--- config.mk ---
export PLATFORM = sky130hd
export DESIGN_NAME = cos_irq_ctrl
export DESIGN_NICKNAME = d
export VERILOG_FILES = /design/src/rtl/cos_pkg.sv /design/src/rtl/cos_sync.sv /design/src/rtl/cos_detect.sv /design/src/rtl/cos_status.sv /design/src/rtl/cos_irq_ctrl.sv
export SDC_FILE = /design/constraint.sdc
export NUM_CORES = 1
export LEC_CHECK = 0
export BUFFER_PORTS_ARGS = -buffer_cell sky130_fd_sc_hd__buf_2
export CAP_MARGIN = 20
export CORE_AREA = 2 2 158 83
export CTS_CLUSTER_DIAMETER = 150
export DETAILED_ROUTE_END_ITERATION = 8
export DIE_AREA = 0 0 160 85
export GPL_TIMING_DRIVEN = 0
export PLACE_DENSITY = 0.74
export SYNTH_ARGS = -nofsm -noshare
export SYNTH_HDL_FRONTEND = slang
export SYNTH_SLANG_ARGS = --single-unit
--- constraint.sdc ---
create_clock -name clk -period 1.6 [get_ports clk]
set_clock_uncertainty 0.1 [all_clocks]
set_input_delay 0 -clock clk [delete_from_list [all_inputs] [get_ports clk]]
set_output_delay 0 -clock clk [all_outputs]
set_load 0.02 [all_outputs]
--- src/rtl/cos_pkg.sv ---
package cos_pkg;
   typedef enum logic [2:0] {
      RIX_LIVE  = 3'd0,
      RIX_HMASK = 3'd1,
      RIX_LMASK = 3'd2,
      RIX_STAT  = 3'd3,
      RIX_CTRL  = 3'd4
   } reg_idx_e;

   localparam int CTRL_PEND_BIT = 0;
   localparam int CTRL_MODE_BIT = 1;
   localparam int CTRL_EN_BIT   = 2;
endpackage

--- src/rtl/cos_sync.sv ---
module cos_sync #(
   parameter int W      = 32,
   parameter int STAGES = 2
) (
   input  logic         clk,
   input  logic         rst_n,
   input  logic [W-1:0] d,
   output logic [W-1:0] q,
   output logic [W-1:0] q_prev
);
   logic [W-1:0] stg [STAGES+1];

   always_ff @(posedge clk) begin
      if (!rst_n) stg[0] <= '0;
      else        stg[0] <= d;
   end

   for (genvar s = 1; s <= STAGES; s++) begin : g_stage
      always_ff @(posedge clk) begin
         if (!rst_n) stg[s] <= '0;
         else        stg[s] <= stg[s-1];
      end
   end

   assign q      = stg[STAGES-1];
   assign q_prev = stg[STAGES];
endmodule

--- src/rtl/cos_detect.sv ---
module cos_detect #(
   parameter int N = 16
) (
   input  logic         clk,
   input  logic         rst_n,
   input  logic [N-1:0] cur,
   input  logic [N-1:0] prv,
   input  logic [N-1:0] hmask,
   input  logic [N-1:0] lmask,
   input  logic         en,
   input  logic         or_mode,
   output logic [N-1:0] ev,
   output logic         match
);
   logic [N-1:0] edge_hit;
   logic [N-1:0] hreq, lreq, sel;
   logic         hold, fire;

   for (genvar i = 0; i < N; i++) begin : g_chan
      assign edge_hit[i] = (cur[i] & ~prv[i] & hmask[i]) |
                           (~cur[i] & prv[i] & lmask[i]);
   end

   assign hreq  = hmask & ~lmask;
   assign lreq  = lmask & ~hmask;
   assign sel   = hreq | lreq;
   assign match = (sel != '0) && ((cur & hreq) == hreq) && ((~cur & lreq) == lreq);
   assign fire  = en && !or_mode && match && !hold;

   always_ff @(posedge clk) begin
      if (!rst_n) hold <= 1'b0;
      else        hold <= en && !or_mode && match;
   end

   always_comb begin
      ev = '0;
      if (en) begin
         if (or_mode)   ev = edge_hit;
         else if (fire) ev = sel;
      end
   end
endmodule

--- src/rtl/cos_status.sv ---
module cos_status #(
   parameter int N = 16
) (
   input  logic         clk,
   input  logic         rst_n,
   input  logic [N-1:0] ev,
   input  logic         clr,
   output logic [N-1:0] status,
   output logic         pending
);
   always_ff @(posedge clk) begin
      if (!rst_n) status <= '0;
      else        status <= (clr ? '0 : status) | ev;
   end

   assign pending = |status;
endmodule

--- src/rtl/cos_irq_ctrl.sv ---
module cos_irq_ctrl #(
   parameter int DW          = 32,
   parameter int NCOS        = 16,
   parameter int ADDR_W      = 5,
   parameter int SYNC_STAGES = 2
) (
   input  logic              clk,
   input  logic              rst_n,
   input  logic [DW-1:0]     din,
   input  logic              bus_wr,
   input  logic              bus_rd,
   input  logic [ADDR_W-1:0] bus_addr,
   input  logic [DW-1:0]     bus_wdata,
   output logic [DW-1:0]     bus_rdata,
   output logic              irq
);
   import cos_pkg::*;

   localparam int IDX_W = ADDR_W - 2;

   if (NCOS < 1 || NCOS > DW) begin : g_bad_ncos
      $error("NCOS must be between 1 and DW");
   end
   if (SYNC_STAGES < 2) begin : g_bad_sync
      $error("SYNC_STAGES must be at least 2");
   end
   if (ADDR_W < 5) begin : g_bad_addr
      $error("ADDR_W must hold five registers of four bytes");
   end
   if (DW < 3) begin : g_bad_dw
      $error("DW must hold the control bits");
   end

   logic [DW-1:0]   in_now, in_prev;
   logic [NCOS-1:0] hmask, lmask, ev, status;
   logic            ctrl_en, ctrl_or, pending, stat_clr, match;
   logic [IDX_W-1:0] idx;

   assign idx = bus_addr[ADDR_W-1:2];

   cos_sync #(.W(DW), .STAGES(SYNC_STAGES)) sync_i (
      .clk(clk), .rst_n(rst_n), .d(din), .q(in_now), .q_prev(in_prev)
   );

   cos_detect #(.N(NCOS)) det_i (
      .clk(clk), .rst_n(rst_n),
      .cur(in_now[NCOS-1:0]), .prv(in_prev[NCOS-1:0]),
      .hmask(hmask), .lmask(lmask), .en(ctrl_en), .or_mode(ctrl_or),
      .ev(ev), .match(match)
   );

   assign stat_clr = bus_rd && (idx == IDX_W'(RIX_STAT));

   cos_status #(.N(NCOS)) stat_i (
      .clk(clk), .rst_n(rst_n), .ev(ev), .clr(stat_clr),
      .status(status), .pending(pending)
   );

   always_ff @(posedge clk) begin
      if (!rst_n) begin
         hmask   <= '0;
         lmask   <= '0;
         ctrl_en <= 1'b0;
         ctrl_or <= 1'b0;
      end else if (bus_wr) begin
         if (idx == IDX_W'(RIX_HMASK)) hmask <= bus_wdata[NCOS-1:0];
         if (idx == IDX_W'(RIX_LMASK)) lmask <= bus_wdata[NCOS-1:0];
         if (idx == IDX_W'(RIX_CTRL)) begin
            ctrl_en <= bus_wdata[CTRL_EN_BIT];
            ctrl_or <= bus_wdata[CTRL_MODE_BIT];
         end
      end
   end

   always_comb begin
      bus_rdata = '0;
      if (idx == IDX_W'(RIX_LIVE))  bus_rdata = in_now;
      if (idx == IDX_W'(RIX_HMASK)) bus_rdata[NCOS-1:0] = hmask;
      if (idx == IDX_W'(RIX_LMASK)) bus_rdata[NCOS-1:0] = lmask;
      if (idx == IDX_W'(RIX_STAT))  bus_rdata[NCOS-1:0] = status;
      if (idx == IDX_W'(RIX_CTRL)) begin
         bus_rdata[CTRL_EN_BIT]   = ctrl_en;
         bus_rdata[CTRL_MODE_BIT] = ctrl_or;
         bus_rdata[CTRL_PEND_BIT] = pending;
      end
   end

   assign irq = ctrl_en && pending;

   logic unused_bits;
   assign unused_bits = ^{bus_wdata, bus_addr[1:0], in_prev};
endmodule

# Word level (Yosys, flattened, before mapping)
# Memory sizes are Yosys's and may differ from the RTL's.
# Index checks and enable logic that the tools add are counted.
# word_totals
memories	1
word_cells	166
output_inout_bits	33
mem_bits_rw	96
in_bits	73
regBits	51
# op_classes
muxes	14
eq_ne	6
n_reduce_logical	15
bitwise	124
# memory_table
name	words	word_bits	read_ports	rd_ports_with_merged_regs	wr	line_no	rtl
sync_i.stg	3	32	3	0	3	cos_sync.sv:11	logic [W-1:0] stg [STAGES+1];
# op_table
op	count
32-bit 2-to-1 mux	4
16-bit 2-to-1 mux	7
1-bit bitwise AND	64
16-bit bitwise AND	4
16-bit NOT	3
16-bit equality test	2
1-bit NOT	32
16-bit bitwise OR	2
1-bit bitwise OR	19
16-bit nonzero test	1
16-bit OR reduction	1
1-bit logical AND	7
3-bit by 2-bit equality test with 1-bit output (second input constant)	2
2-bit AND reduction	3
3-bit by 1-bit equality test with 1-bit output (second input constant)	1
3-bit equality test (second input constant)	1
3-bit logical NOT	1
3-bit 2-to-1 mux	1
1-bit logical NOT	2
1-bit 2-to-1 mux	2

# Depth between registers and ports, before layout
# logic_depth
ltp_word	12
ltp_mapped	8
mapped_depth_nobuf	7

# Cells and area by module
# From an unflattened synthesis, not the netlist that was laid out.
# hier_totals
cells_unflattened	671
hier_area_um2	6603.8
# modules_own_cells
module	cells_each	n_inst	seq_area_each_um2	area_per_inst_um2
cos_sync	202	1	1921.8	2603.7
cos_irq_ctrl	225	1	680.7	2085.8
cos_detect	188	1	20.0	1317.5
cos_status	56	1	320.3	596.8

# Worst setup path after synthesis
# Ideal clock, no wire load.
# synth_timing
kind	flip-flop to flip-flop
startpoint	register lmask[0]
endpoint	register stat_i.status[10]
arrival_ns	1.587
path_stages_with_launch	9
slack_ns	-0.155
required_time_ns	1.431
path_cell_list	dfxtp_1 inv_1 ha_1 mux2i_1 nand4b_1 a2111oi_2 nand3_2 buf_6 o21ai_1
# synth_between
elab_chain_cells	12
# synth_lines
element	line_no	rtl
start, declared	cos_irq_ctrl.sv:35	logic [NCOS-1:0] hmask, lmask, ev, status;
start signal, assigned	cos_irq_ctrl.sv:67	if (idx == IDX_W'(RIX_LMASK)) lmask <= bus_wdata[NCOS-1:0];
16-bit NOT	cos_detect.sv:24	assign hreq = hmask & ~lmask;
16-bit bitwise AND	cos_detect.sv:24	
16-bit bitwise AND / 16-bit bitwise OR (equally long branches)	cos_detect.sv:27, cos_detect.sv:26	
16-bit equality test / 16-bit nonzero test (equally long branches)	cos_detect.sv:27	assign match = (sel != '0) && ((cur & hreq) == hreq) && ((~cur & lreq) == lreq);
1-bit logical AND	cos_detect.sv:27	
1-bit logical AND *	cos_detect.sv:27	
1-bit logical AND * (2 in a row)	cos_detect.sv:28	assign fire = en && !or_mode && match && !hold;
16-bit 2-to-1 mux *	cos_detect.sv:39	else if (fire) ev = sel;
16-bit 2-to-1 mux *	cos_detect.sv:38	if (or_mode) ev = edge_hit;
16-bit 2-to-1 mux *	cos_detect.sv:37	if (en) begin
16-bit bitwise OR *	cos_status.sv:13	else status <= (clr ? '0 : status) | ev;
end signal, assigned	cos_status.sv:13	
end, declared	cos_status.sv:8	output logic [N-1:0] status,
# Mark *: on every way between the ends. The rest lies on a longest branch, timed or not.
# A chain may end at the register's enable or synchronous reset.

# Worst setup path after layout
# layout_timing
startpoint	register hmask[4]
endpoint	register stat_i.status[7]
# layout_between
elab_chain_cells	12
# layout_lines
element	line_no	rtl
start, declared	cos_irq_ctrl.sv:35	
start signal, assigned	cos_irq_ctrl.sv:66	if (idx == IDX_W'(RIX_HMASK)) hmask <= bus_wdata[NCOS-1:0];
16-bit NOT	cos_detect.sv:25	assign lreq = lmask & ~hmask;
16-bit bitwise AND	cos_detect.sv:25	
16-bit bitwise OR	cos_detect.sv:26	assign sel = hreq | lreq;
16-bit nonzero test	cos_detect.sv:27	
1-bit logical AND	cos_detect.sv:27	
1-bit logical AND *	cos_detect.sv:27	
1-bit logical AND * (2 in a row)	cos_detect.sv:28	
16-bit 2-to-1 mux *	cos_detect.sv:39	
16-bit 2-to-1 mux *	cos_detect.sv:38	
16-bit 2-to-1 mux *	cos_detect.sv:37	
16-bit bitwise OR *	cos_status.sv:13	
# Marked as above.

==> qor.tcl <==
set qor(cts.sink_count) 131
set qor(die-area_mm2) 0.01360
set qor(sequential_cell_area_fraction_in_the_yosys_report) 0.4419
set qor(place_inst) 890
set qor(synth.ff_latch_count) 131
set qor(leakagePower_uw) 0.003346
set qor(synth_ff_type) {sky130_fd_sc_hd__dfxtp_1}
set qor(core_region_area_mm2) 0.01226
set qor(final-instance-count-excl-fill) 982
set qor(ir_worst_vdd_mv) 0.5859
set qor(dp_hpwl_um) 13450
set qor(cts_tree) {built}
set qor(synth.top_cells.by_count) {131 x sky130_fd_sc_hd__dfxtp_1, 98 x sky130_fd_sc_hd__nand2_1, 97 x sky130_fd_sc_hd__and2_1}
set qor(finish.net_count) 904
set qor(floorplan.rows) 29
set qor(vias) 5531
set qor(pre_cts_setup_slack_ns) -0.6440
set qor(largest_net_degree_at_the_start_of_global_routing) 17
set qor(die-height_um) 85
set qor(initial_core_util) 0.4839
set qor(maxUsedRoutingLayer) {met4}
set qor(grt_setup_unrepaired) {yes}
set qor(final_period_util) 1.306
set qor(post-synth-top-count-cell) {sky130_fd_sc_hd__dfxtp_1}
set qor(synthArstFlopShare) 0
set qor(clk_tree_root_cell) {sky130_fd_sc_hd__clkbuf_16}
set qor(synthCells) 634
set qor(p_total_uw) 8105
set qor(worst_setup_path_start_kind) {register}
set qor(route.met3.wl_um) 2168
set qor(timing_hold_violations_final) 0
set qor(grt_usage) 0.2962
set qor(average_cell_area_after_synthesis_um2) 9.360
set qor(cts_inserted_buffers) 17
set qor(synthDistinctLibCells) 37
set qor(insertedDiodeCount) 0
set qor(post_drt_via_cell_ratio) 5.632
set qor(final_util) 0.6808
set qor(io_buffer_count) 86
set qor(synth_top_area_cell) {sky130_fd_sc_hd__dfxtp_1}
set qor(final_antenna_net_count) 0
set qor(critPathKind) {register to register}
set qor(io-pin-count) 106
set qor(number_of_iterations_in_the_first_detailed_routing_pass) 5
set qor(path_max_fanout) 10
set qor(maxSlewViolCount) 0
set qor(dieWidth_um) 160
set qor(via_count_of_the_first_global_routing_pass) 5435
set qor(status) {finished with violations}
set qor(worstPathRequired_ns) 1.83
set qor(reg2reg_depth) 8
set qor(transition_time_at_the_pin_with_the_least_slew_margin_ns) 0.8268
set qor(holdCritPathClass) {primary input to register}
set qor(post-route-drc-count) 0
set qor(clk_transition_reported_paths_ns) 0.06
set qor(hold_depth) 3
set qor(final_period_minus_worst_setup_slack_ns) 2.090
set qor(routed_wl_um) 19950
set qor(synth_top_cells_by_area) {sky130_fd_sc_hd__dfxtp_1 44%, sky130_fd_sc_hd__and2_1 10%, sky130_fd_sc_hd__ha_1 6.7%}
set qor(overflow) 0
set qor(synth.cell_area_mm2) 0.005934
set qor(synth_nets) 739
set qor(antenna_found_initial) 0
set qor(max-cap-violations) 0
set qor(fmax_mhz) 478.5
set qor(ys_warn_count) 0
set qor(violations) {setup timing}
set qor(area.growth.synth_to_final_pct) 40.69
set qor(wl_met1_um) 8993
set qor(maxSlewHeadroom) 0.4488
set qor(setup-violations-final) 34
set qor(synth_top_cell_area_share) 0.4419
set qor(clockBufferDepth) 2
set qor(wl_met2_um) 8522
set qor(clock_tree.htree_level_count) 4
set qor(critPathCaptureType) {register}
set qor(synth-edff-count) 0
set qor(postLayoutSetupSlackWorst_ns) -0.4897
set qor(gpl.final_weighted_congestion) 0.9468
set qor(fin_worst_hold_slack_ns) 0.05735
set qor(drt-wirelength-per-cell_um) 20.32
set qor(clkLatencyLatePin_ns) 0.42
set qor(layout_cell_share_with_drive_strength_beyond_1) 0.3288
set qor(critical_path_arrival_ns) 2.32
set qor(drt_iter0_markers) 543
set qor(grt_first_pass_wirelength_um) 30170
set qor(cellPowerDensity_mw_per_mm2) 970.8
flip-flops by register name, indices dropped and copies added (netlist names):
name and cells:
sync_i.stg 80, hmask 16, lmask 16, stat_i.status 16
ctrl_en 1, ctrl_or 1, det_i.hold 1
power by group:
part | switching (uW) | total (uW) | internal, uW
clock | 1500 | 3990 | 2500
sequential | 73.6 | 3420 | 3350
combinational | 350 | 688 | 339
total | 1920 | 8110 | 6180
layer usage:
metal | vias up | GRT usage
li1 | 2516 | -
met1 | 2671 | 0.4222
met2 | 310 | 0.4357
met3 | 34 | 0.09482
met4 | 0 | 0.07535
met5 | - | 0
cells in the final DEF (no fill, tap or decap), drive strengths merged, types with 2 or more instances in the layout:
cell         instances
a21oi               34
a311o               15
a32oi               16
and2                97
buf                109
bufinv               3
clkbuf              41
clkinv               8
dfxtp              131
dlygate4sd3         49
ha                  32
inv                 37
mux2i                3
mux4                16
nand2               98
nand2b              12
nand3               10
nand3b              32
nand4               12
nor2                 2
nor2b               15
nor3                 3
nor4                 7
o21ai               19
cell families after synthesis:
logic type               after synthesis  synth area share
AO/OA/AOI/OAI                         89            0.1031
flip-flops                           131            0.4419
buffers and inverters                 70           0.04807
AND/OR/NAND/NOR                      293            0.2730
multiplexers                          19           0.06641
adder cells (fa/ha/maj)               32           0.06747
worst max-delay path, stage by stage (launching register included):
cell and delay (ns):
sky130_fd_sc_hd__dfxtp_2 0.38, sky130_fd_sc_hd__inv_1 0.07, sky130_fd_sc_hd__ha_1 0.24, sky130_fd_sc_hd__a22oi_2 0.26, sky130_fd_sc_hd__nand3_2 0.13, sky130_fd_sc_hd__nor4_4 0.34, sky130_fd_sc_hd__nand3_4 0.16, sky130_fd_sc_hd__buf_6 0.19
sky130_fd_sc_hd__o21ai_1 0.14
area by class of cell:
type                    instances  area, um2
repair buffers                148       1129
clock buffers                  20      446.7
plain buffers                  31      180.2
fillers                       939       3915
multi-input cells             433       3344
clock inverters                12      156.4
flip-flops and latches        131       2739
well taps                     170      212.7
inverters                      37      141.4
path summary, 6_finish.rpt:
kind                                    start                          end  slack [ns]
hold reg to reg   sync_i.stg[0][0]$_SDFF_PN0_  sync_i.stg[1][0]$_SDFF_PN0_        0.33
setup / recovery        hmask[4]$_SDFFE_PN0P_  stat_i.status[7]$_SDFF_PN0_       -0.49
setup reg to reg        hmask[4]$_SDFFE_PN0P_  stat_i.status[7]$_SDFF_PN0_       -0.49
hold / removal                          rst_n       lmask[11]$_SDFFE_PN0P_        0.06
what timing repair did:
action / 4_1_cts / 5_1_grt
endpoints found under the setup margin: 61 / 42
hold buffers: 49 / 0
gates resized for setup: 125 / 62
endpoints found under the hold margin: 66 / 0
setup buffers: 6 / 7
pin swaps: 13 / 6
gates cloned: 0 / 0
through the flow:
stage | instance area, um2 | TNS (ns)
finish | 8349 | -8.189
global route | 8349 | -9.159
CTS | 8104 | -7.997
detailed placement | 6585 | -22.57
global placement | 6585 | -19.60
floorplan | 5942 | -1.756
No activity file was read; power rests on OpenSTA's default activity.
